**src/rtl/pt_branch_squash.sv**
```systemverilog
module pt_branch_squash #(
  parameter int AW = 32,
  parameter int STAGES = 10,
  parameter int RES_STAGE = 7,
  parameter int CW = 16,
  parameter int ISZ = 4,
  parameter logic [AW-1:0] RESET_VEC = 'h1000
) (
  input  logic              clk,
  input  logic              rst_n,
  input  logic              if_valid,
  input  logic              if_is_cbr,
  input  logic              if_is_jmp,
  input  logic [AW-1:0]     if_target,
  input  logic              res_taken,
  output logic [AW-1:0]     fetch_pc,
  output logic              redirect,
  output logic [AW-1:0]     redirect_pc,
  output logic [RES_STAGE-2:0] squash,
  output logic [STAGES-1:0] stage_valid,
  output logic [CW-1:0]     br_count,
  output logic [CW-1:0]     nt_count,
  output logic [CW-1:0]     penalty_cycles
);
  localparam int NSQ = RES_STAGE - 1;
  localparam int PEN = NSQ;

  logic          p_v   [STAGES:2];
  logic          p_cbr [STAGES:2];
  logic [AW-1:0] p_pc  [STAGES:2];

  logic resolve;
  assign resolve     = p_v[RES_STAGE] && p_cbr[RES_STAGE];
  assign redirect    = resolve && !res_taken;
  assign redirect_pc = p_pc[RES_STAGE] + AW'(ISZ);
  assign squash      = {NSQ{redirect}} & stage_valid[NSQ-1:0];

  assign stage_valid[0] = if_valid;
  for (genvar k = 2; k <= STAGES; k++) begin : g_vout
    assign stage_valid[k-1] = p_v[k];
  end

  always_ff @(posedge clk) begin
    if (!rst_n) begin
      p_v[2]   <= 1'b0;
      p_cbr[2] <= 1'b0;
      p_pc[2]  <= '0;
    end else begin
      p_v[2]   <= if_valid && !redirect;
      p_cbr[2] <= if_valid && if_is_cbr;
      p_pc[2]  <= fetch_pc;
    end
  end

  for (genvar k = 3; k <= STAGES; k++) begin : g_stage
    localparam bit KILLABLE = (k - 1) <= NSQ;
    always_ff @(posedge clk) begin
      if (!rst_n) begin
        p_v[k]   <= 1'b0;
        p_cbr[k] <= 1'b0;
        p_pc[k]  <= '0;
      end else begin
        p_v[k]   <= p_v[k-1] && !(KILLABLE && redirect);
        p_cbr[k] <= p_cbr[k-1];
        p_pc[k]  <= p_pc[k-1];
      end
    end
  end

  always_ff @(posedge clk) begin
    if (!rst_n)
      fetch_pc <= RESET_VEC;
    else if (redirect)
      fetch_pc <= redirect_pc;
    else if (if_valid && (if_is_cbr || if_is_jmp))
      fetch_pc <= if_target;
    else if (if_valid)
      fetch_pc <= fetch_pc + AW'(ISZ);
  end

  always_ff @(posedge clk) begin
    if (!rst_n) begin
      br_count       <= '0;
      nt_count       <= '0;
      penalty_cycles <= '0;
    end else if (resolve) begin
      br_count <= br_count + 1'b1;
      if (!res_taken) begin
        nt_count       <= nt_count + 1'b1;
        penalty_cycles <= penalty_cycles + CW'(PEN);
      end
    end
  end

  p_pred_target_r2: assert property (@(posedge clk) disable iff (!rst_n)
    (if_valid && (if_is_cbr || if_is_jmp) && !redirect) |=> fetch_pc == $past(if_target));
  p_hold_r2: assert property (@(posedge clk) disable iff (!rst_n)
    (!if_valid && !redirect) |=> $stable(fetch_pc));
  p_taken_free_r4: assert property (@(posedge clk) disable iff (!rst_n)
    (resolve && res_taken) |=> $stable(penalty_cycles));
  p_refetch_r6: assert property (@(posedge clk) disable iff (!rst_n)
    redirect |=> fetch_pc == $past(redirect_pc));
  p_flush_r6: assert property (@(posedge clk) disable iff (!rst_n)
    redirect |=> (stage_valid[RES_STAGE-1:1] == '0) && stage_valid[RES_STAGE]);
  p_penalty_r7: assert property (@(posedge clk) disable iff (!rst_n)
    redirect |=> penalty_cycles == $past(penalty_cycles) + CW'(PEN));
  p_no_repeat_r9: assert property (@(posedge clk) disable iff (!rst_n)
    redirect |=> !redirect);
endmodule

```
**config.mk**
```make
export PLATFORM = sky130hd
export DESIGN_NAME = pt_branch_squash
export DESIGN_NICKNAME = d
export VERILOG_FILES = /design/src/rtl/pt_branch_squash.sv
export SDC_FILE = /design/constraint.sdc
export NUM_CORES = 1
export LEC_CHECK = 0
export ABC_AREA = 1
export BUFFER_PORTS_ARGS = -buffer_cell sky130_fd_sc_hd__buf_4
export CAP_MARGIN = 20
export CORE_AREA = 2 2 152 154
export CTS_CLUSTER_DIAMETER = 60
export CTS_CLUSTER_SIZE = 25
export DETAILED_ROUTE_END_ITERATION = 10
export DIE_AREA = 0 0 154 156
export HOLD_SLACK_MARGIN = 0.15
export PLACE_DENSITY_LB_ADDON = 0.05
export SLEW_MARGIN = 20
export SYNTH_ARGS = -nofsm -noshare
export SYNTH_HDL_FRONTEND = slang
export SYNTH_SLANG_ARGS = --single-unit
```
**constraint.sdc**
```tcl
create_clock -name clk -period 1.8 [get_ports clk]
set_clock_uncertainty 0.1 [all_clocks]
set_input_delay 0.09 -clock clk [delete_from_list [all_inputs] [get_ports clk]]
set_output_delay 0.09 -clock clk [all_outputs]
set_load 0.03 [all_outputs]
```
; ---- Word-level counts from Yosys, hierarchy flattened
; Memories as Yosys holds them, arrays and structs flattened.
; Cells that the tools add are included.
[op_classes]
addsub = 5
muxes = 32
bitwise = 29
n_reduce_logical = 15
[op_table]
columns = cell, n
row1 = 32-bit 2-to-1 mux, 12
row2 = "32-bit by 3-bit adder with 32-bit output, second input constant", 2
row3 = "16-bit by 1-bit adder with 16-bit output, second input constant", 2
row4 = 1-bit bitwise OR, 27
row5 = 1-bit 2-to-1 mux, 20
row6 = "16-bit by 3-bit adder with 16-bit output, second input constant", 1
row7 = 1-bit logical AND, 10
row8 = 6-bit AND, 1
row9 = 3-bit nonzero test, 1
row10 = 1-bit zero test, 2
row11 = 2-bit AND reduction, 1
row12 = 1-bit logical OR, 1
row13 = 1-bit NOT, 1
[totals]
reg_bits = 80
mem_bits_rw = 306
input_bits = 38
memories = 3
[memory_table]
columns = memory, words, width, read_ports, rd_ports_with_merged_regs, wr, line
row1 = p_pc, 9, 32, 8, 0, 9, 30  ; logic [AW-1:0] p_pc [STAGES:2];
row2 = p_cbr, 9, 1, 8, 0, 9, 29  ; logic p_cbr [STAGES:2];
row3 = p_v, 9, 1, 9, 0, 9, 28  ; logic p_v [STAGES:2];

; ---- Depth between registers and ports, before layout
; Gate-level depths: netlist (run 1).
[logic_depth]
ltp_word = 5
depth_mapped = 12
mapped_depth_nobuf = 12

; ---- Least setup slack after synthesis (run 1)
; Ideal clock, no wire load.
[synth_path]
path_kind = register -> register
startpoint = reg p_pc[0][226] (netlist name)
endpoint = reg fetch_pc[10]
setup_time_ns = 0.074
t_arrival_ns = 1.792
t_required_ns = 1.626
path_slack_ns = -0.166
stages_incl_launch_ff = 8
n_path_buf = 0
period_less_slack_ns = 1.966
path_cell_list = dfxtp_1 ha_1 inv_1 nor2_2 nand2_2 xnor2_1 nand2_1 a31oi_1
[synth_lines]
columns = element, line
row1 = to (signal assigned), 74  ; fetch_pc <= redirect_pc;
row2 = to (signal assigned), 76  ; fetch_pc <= if_target;
row3 = to (signal assigned), 78  ; fetch_pc <= fetch_pc + AW'(ISZ);
row4 = to (decl), 16  ; output logic [AW-1:0] fetch_pc,

==> results summary, run 1 <==
The sum of overflow across all layers after global routing is 0. The commonest cells after synthesis are sky130_fd_sc_hd__nand2_1, sky130_fd_sc_hd__inv_1, sky130_fd_sc_hd__dfxtp_1, sky130_fd_sc_hd__nor2_1, sky130_fd_sc_hd__nand3_1. Total power for the finished layout comes to 12.6 mW. The number of global-route vias before repair was 9638.

The final reports fail on negative setup slack. The share of the synthesized area in the top cell type came out at 49.7%. Power spread over the standard cell area amounts to 793 nW/um^2.

The core footprint is 22400 sq um. The final weighted congestion in routability-driven placement is 0.969. The final core utilization came out at 71.1%. The area of the die is 24000 sq um.

The kind of cell with the highest combined delay on the critical path is simple AND/OR/NAND/NOR gates. The global router's overall resource usage came out at 25.7%. The number of maximum-capacitance constraint violations came out at 0.

The routed design could run at a clock period as short as 2.08 ns. Traced cell by cell, the critical path runs through nand2_2 > nor2_4 > nand2_1 > nor2_1 > nand3_1 > and2_4 > buf_6. The mapped netlist covers 11500 sq um. For this run, the slowest stage of the critical path takes 0.39 ns. The clock-pin slew reported for the worst setup and hold paths after clock tree synthesis came out at 0.09 ns.

At the worst endpoint, the required time is 1.61 ns. After detailed routing, the number of vias per cell comes to 4.82. CTS placed an instance of sky130_fd_sc_hd__clkbuf_16 at the clock tree root. The number of cells produced by synthesis is 1618. The worst min-delay path class is register to register.

At the end of the flow, the number of nets in the layout was 1942. After detailed routing, the total wire length is 32.2 mm. The number of enable-type register cells in the synthesized netlist is 0. The part of the cycle the worst path needs came out at 116%.

The number of unique standard cell types used by synthesis came out at 42. The number of nets with antenna violations after routing came out at 0. Setup repair after global routing could not meet its margin everywhere. The worst-case setup slack after placement came out at -0.0300 ns. The biggest area contributor in the post-synthesis netlist is sky130_fd_sc_hd__dfxtp_1. Sorting the synthesized cells by area gives the leading types as sky130_fd_sc_hd__dfxtp_1, sky130_fd_sc_hd__nand2_1, sky130_fd_sc_hd__inv_1, sky130_fd_sc_hd__nor2_1, sky130_fd_sc_hd__nand3_1.

The highest clock frequency the design can meet is 480 MHz. The maximum number of pins on one net before global-route repair is 75. The maximum fanout count along the critical path is 3.

The fraction of the yosys area taken by sequential cells is 49.7%. The count of port buffers added during placement is 165. The post-route netlist has 27.0% of its cells at a drive strength greater than 1.

From bottom edge to top edge, the die measures 156 um. The post-layout worst setup margin came out at -0.284 ns. The clock tree from TritonCTS is built. The worst ir drop on vdd is 0.676 mV. The post-DP HPWL came out at 22.2 mm. The average wire length per cell after detail routing came out at 14.6 um. In the routed design, unresolved DRC markers number 0. The max-slew violation total from the final report came out at 0.

At the later pin of the worst-skew pair, clock insertion delay measures 0.53 ns. For this run, asynchronously set or reset flops after synthesis account for 0%. The mean instance size in the synthesized netlist is 7.13 sq um.

The number of buffer and inverter instances along the worst setup path is 1. The finished layout holds 2198 standard cells, fillers aside. The initialized floorplan defines 55 standard-cell rows. CTS built an H-tree with a depth of 1. The largest individual stage delay along the critical path comes from the cell sky130_fd_sc_hd__dfxtp_4. The number of antenna violations at the first check in global routing came to 0. The number of buffers created by CTS is 22.

The synthesized flop and latch total came out at 286. Yosys printed 0 warnings. The clock passes through at most 3 buffers. The initial core utilization came out at 51.6%.

The number of antenna repair diodes is 0. The number of filler instances in the final layout is 1876. The synthesized netlist net count is 1661. Summed over all cells, the static leakage comes to 8.33 nW. The signed area change from the synthesized netlist to the final layout is 37.9%. By startpoint and endpoint, the worst setup path is classified as register to output port. The die boundary width is 154 um.

The type of destination of the critical path is an output port. The number of instances in the placed design is 2081. The total count of hold-check failures in the final report came to 0. The data arrival time of the critical path came out at 1.89 ns. For this run, the leading register cell type out of synthesis is sky130_fd_sc_hd__dfxtp_1. Pin placement for this block handled 167 I/O pins. The worst setup path is launched from a register. The via count of the routed design came out at 10.6k. The final count of negative-setup-slack endpoints came out at 29. The number of violations reported at the end of detailed-routing iteration 0 came out at 680. The run finished, with violations left. The detailed-router iteration count before antenna repair came out at 7.

The first-pass GRT wire length came out at 49.4 mm. The number of sinks handled by clock tree synthesis came out at 286. In the post-synthesis netlist, the cell with the most instances is sky130_fd_sc_hd__nand2_1.
cell type report:
cell class	instances	area [sq um]	share of cell area [%]
Inverter	304	1150	7.24
Timing Repair Buffer	307	2620	16.5
Clock buffer	23	576	3.62
Multi-Input combinational cell	978	5130	32.3
Tap cell	285	357	2.24
Clock inverter	15	238	1.50
Sequential cell	286	5830	36.6
repair_timing:
action	4_1_cts	5_1_grt
buffers inserted	32	12
hold buffers	41	0
endpoints found under the hold margin	281	0
endpoints found under the setup margin	36	72
pin swaps	57	53
gates cloned	0	0
resized for setup	179	92
logic make-up after synthesis:
group	Yosys count	share of synthesized area (%)
DFF	286	49.7
xor gates and xnor gates	24	2.15
AOI/OAI and AO/OA	110	5.22
adders and majority gates	5	0.543
buffers and inverters	354	11.9
and+or+nand+nor	838	30.5
other	1	0.0325
through the flow:
| step | hold slack [ns] | TNS (ns) | cell area, sq um |
|---|---|---|---|
| after floorplan | 0.104 | 0 | 11600 |
| after global placement | 0.233 | 0 | 13500 |
| after detailed placement | 0.242 | -0.0300 | 13500 |
| after CTS | 0.309 | -4.95 | 15600 |
| after global routing | 0.312 | -7.50 | 15900 |
| final | 0.306 | -5.58 | 15900 |
tightest hold or removal path, stage by stage, from the launching register on:
cell                      delay (ns)
sky130_fd_sc_hd__dfxtp_1        0.31
sky130_fd_sc_hd__nand2_1        0.04
sky130_fd_sc_hd__inv_1          0.04
worst paths after layout:
check / startpoint / endpoint / slack (ns) / cells after the start
hold reg to reg: p_pc[0][143] / p_pc[0][175] / 0.31 / 2
setup reg to reg: p_pc[0][235] / fetch_pc[20] / -0.04 / 14
hold / removal: p_pc[0][143] / p_pc[0][175] / 0.31 / 2
setup / recovery: p_pc[0][239] / redirect_pc[19] / -0.28 / 7
where the power goes:
group          internal, mW  switching [mW]  total [mW]
Combinational         0.358           0.509       0.867
Clock                  2.57            2.72        5.28
Sequential             6.40          0.0664        6.46
cells in the final DEF (no fill, tap or decap), drive strengths merged:
master,count
nand4,7
o32ai,2
o21ai,47
nor2,224
nand3b,17
a21oi,41
dlygate4sd3,41
buf,266
o22ai,1
and2,3
or2,1
o211ai,1
ha,5
a31oi,9
o221ai,2
nand3,58
o21a,4
clkbuf,23
conb,1
nor3b,1
xor2,15
nor3,10
clkinv,8
dfxtp,286
inv,311
xnor2,9
a21boi,3
nand2,517
flip-flops by register name, summed over array words and instances (netlist names):
| name | count |
|---|---|
| p_pc | 192 |
| p_cbr | 6 |
| penalty_cycles | 15 |
| p_v | 9 |
| br_count | 16 |
| nt_count | 16 |
| fetch_pc | 32 |
routing by layer:
metal	up-vias	GRT usage, %	wire length [um]
li1	5348	-	-
met4	0	11.3	1500
met5	-	0	0
met1	4855	33.6	13900
met3	77	3.31	1780
met2	325	42.7	15000
No activity file was read; power rests on OpenSTA's default activity.
==> run 2, diff against run 1 <==
- PLACE_DENSITY: unset -> 0.76
- PLACE_DENSITY_LB_ADDON: 0.05 -> unset
==> run 2 against run 1 <==
Utilization fell by 0.16 points; via count rose by 3.1%; combinational power fell by 3.0%; register-to-register slack improved by 0.06 ns; sequential share of layout area barely moved; non-clock buffer count rose by 9; critical endpoint is now redirect_pc[24]; die area did not move; total power fell by 2.3%; maximum frequency fell by 0.42%; critical path type unchanged; first-iteration DRC count rose by 28%; clock power fell by 4.9%; the run still ends with negative setup slack left.
==> results summary, run 2 (synthesized netlist as in run 1, its figures left out) <==
The required time of the critical path came out at 1.61 ns (about the same). The register ranked first by flip-flop count is p_pc. The final routed wirelength across all metal layers was 32.9 mm (+2.3%).

The average wire length per cell after detail routing was 14.9 um (+1.8%). In the final layout, the registers with the most flip-flops are p_pc: 192 flops, fetch_pc: 32 flops. The final weighted congestion in routability-driven placement is 0.952 (-1.8%). The die boundary width came out at 154 um (unchanged). The post-detailed-route DRC marker count was 0 (unchanged). The final net count is 1950 (+0.41%).

The via count of the routed design came to 10.9k (+3.1%). The most common cell after layout, fill and taps aside is sky130_fd_sc_hd__nand2_1. The part of the cycle the worst path needs came out at 116% (+0.48 points).

The final reports fail on negative setup slack. The maximum number of pins on one net before global-route repair is 111 (+48%). The post-place instance area came out at 13400 sq um (-1.1%). The area of the die is 24000 sq um (unchanged). The number of nets with antenna violations after routing came out at 0 (unchanged). The worst min-delay path class is register to register. The H-tree level count is 1 (unchanged).

The detailed-router iteration count before antenna repair came out at 7 (unchanged). Setup repair after global routing could not meet its margin everywhere. The final count of negative-setup-slack endpoints is 27 (-6.9%). The data arrival time of the critical path came out at 1.90 ns (about the same). The reg2reg setup slack came out at 0.02 ns (+0.06 ns). The worst ir drop on vdd is 0.713 mV (+5.4%).

The global router's overall resource usage came out at 25.1% (-0.55 points). In this run the clock root is driven by a sky130_fd_sc_hd__clkbuf_16. The count of port buffers added during placement came to 165 (unchanged).

The overall power of the completed layout came out at 12.3 mW (-2.3%). The number of antenna violations at the first check in global routing is 0 (unchanged). The worst setup path is captured at an output port. The maximum number of buffers from clock root to sink is 3 (unchanged). The run finished, with violations left.

The number of instances in the placed design came out at 2066 (-0.72%). The highest clock frequency the design can meet came out at 478 MHz (-0.42%). The clock-pin slew reported for the worst setup and hold paths after clock tree synthesis is 0.09 ns (about the same). The clock latency on the worst-skew pair is 0.53 ns (about the same). The vias per cell is 4.95 (+2.7%). The number of sinks handled by clock tree synthesis is 286 (unchanged). The post-layout worst setup margin is -0.292 ns (-0.00872 ns). The number of buffers created by CTS is 21 (-4.5%). The post-DP HPWL came to 21.1 mm (-4.8%). The number of antenna repair diodes came out at 0 (unchanged).

The maximum fanout count along the critical path was 4 (+1). TritonCTS built the clock tree. The start-to-end type of the worst setup path is register to output port. The static leakage came out at 8.33 nW (about the same). The signed area change from the synthesized netlist to the final layout is 37.6%. The die extent in y was 156 um (unchanged). The filler-free cell count of the finished design came out at 2207 (+0.41%). The max-slew violation total from the final report is 0 (unchanged). The number of maximum-capacitance constraint violations is 0 (unchanged).

The first-pass GRT wire length is 48.7 mm (-1.4%). The flip-flop count of the largest register after layout came to 192 (unchanged). The final critical delay including setup and external delays is 2.09 ns (+0.00872 ns). The fraction of final layout cells with drive strength greater than 1 is 26.8% (-0.18 points). The initial core utilization came out at 51.6% (unchanged). The number of global-route vias before repair is 9740 (+1.1%).

The sum of overflow across all layers after global routing is 0 (unchanged). In the layout the commonest cells are sky130_fd_sc_hd__nand2_1, sky130_fd_sc_hd__inv_1, sky130_fd_sc_hd__dfxtp_1, sky130_fd_sc_hd__buf_4, sky130_fd_sc_hd__nor2_1. The total count of hold-check failures in the final report is 0 (unchanged). The number of placed I/O pins was 167 (unchanged). The total negative setup slack came out at -5.79 ns (-0.212 ns).

The worst setup path is launched from a register. The standard-cell row count is 55 (unchanged). The final core utilization was 70.9% (-0.16 points).

The number of violations reported at the end of detailed-routing iteration 0 came out at 869 (+28%). The power density of the placed cells came out at 777 nW/um^2 (-2.0%). The number of filler instances in the final layout is 1689 (-10%). The core footprint came to 22400 sq um (unchanged). The summed area of non-filler cells in the final layout came out at 15900 sq um (-0.22%).
-- run 2: cell count changes in the layout (fill, tap and decap cells not counted), moves of 3 or more --
cell,before,now
sky130_fd_sc_hd__buf_4,223,237
sky130_fd_sc_hd__nand2_4,21,18
sky130_fd_sc_hd__nand2_1,455,466
sky130_fd_sc_hd__clkinv_4,0,3
sky130_fd_sc_hd__nor2_4,39,36
sky130_fd_sc_hd__dlygate4sd3_1,41,38
sky130_fd_sc_hd__nand2_2,41,32
-- run 2: where the power goes --
| group | switching [mW] | internal [mW] |
|---|---|---|
| Clock | 2.65 | 2.37 |
| Combinational | 0.500 | 0.341 |
| Sequential | 0.0698 | 6.40 |
-- run 2: per-layer routing --
metal / routed length (um) / part of all wire [%] / GRT usage, % / up-vias
met4: 1720 / 5.2 / 10.9 / 0
met1: 13600 / 41 / 32.8 / 4981
li1: - / - / - / 5373
met3: 2260 / 6.9 / 3.97 / 116
met2: 15300 / 47 / 41.5 / 464
met5: 0 / 0 / 0 / -
-- run 2: cell type report --
type / count / area [sq um] / area share [%]
Clock inverter: 17 / 215 / 1.36
Tap cell: 285 / 357 / 2.25
Timing Repair Buffer: 316 / 2660 / 16.8
Inverter: 304 / 1150 / 7.26
Sequential cell: 286 / 5820 / 36.7
Clock buffer: 21 / 526 / 3.31
Multi-Input combinational cell: 978 / 5130 / 32.3
-- run 2: what timing repair did --
item                       CTS  global route
setup buffers               30            38
setup endpoints to repair   36            80
hold buffers                38             0
gates resized for setup    141           119
pin swaps                   48            49
hold endpoints to repair   281             0
-- run 2: metrics by stage --
stage	setup slack, ns	hold WS (ns)
final	-0.292	0.307
after detailed placement	-0.00987	0.260
after global routing	-0.342	0.326
after CTS	-0.242	0.312
after floorplan	0.00270	0.104
after global placement	0.0584	0.260
-- run 2: worst paths after layout --
kind / start / to / cells past startpoint
setup / recovery: p_pc[0][229] / redirect_pc[24] / 7
hold / removal: p_pc[0][216] / p_pc[0][248] / 2
setup reg to reg: p_pc[0][229] / fetch_pc[24] / 12
hold reg to reg: p_pc[0][216] / p_pc[0][248] / 2
-- run 2: worst max-delay path, stage by stage (launching register included) --
cell,delay (ns)
sky130_fd_sc_hd__dfxtp_4,0.42
sky130_fd_sc_hd__buf_4,0.15
sky130_fd_sc_hd__nand3_4,0.12
sky130_fd_sc_hd__nor2_4,0.19
sky130_fd_sc_hd__buf_6,0.14
sky130_fd_sc_hd__nand3b_1,0.09
sky130_fd_sc_hd__nand2_2,0.10
sky130_fd_sc_hd__buf_6,0.14
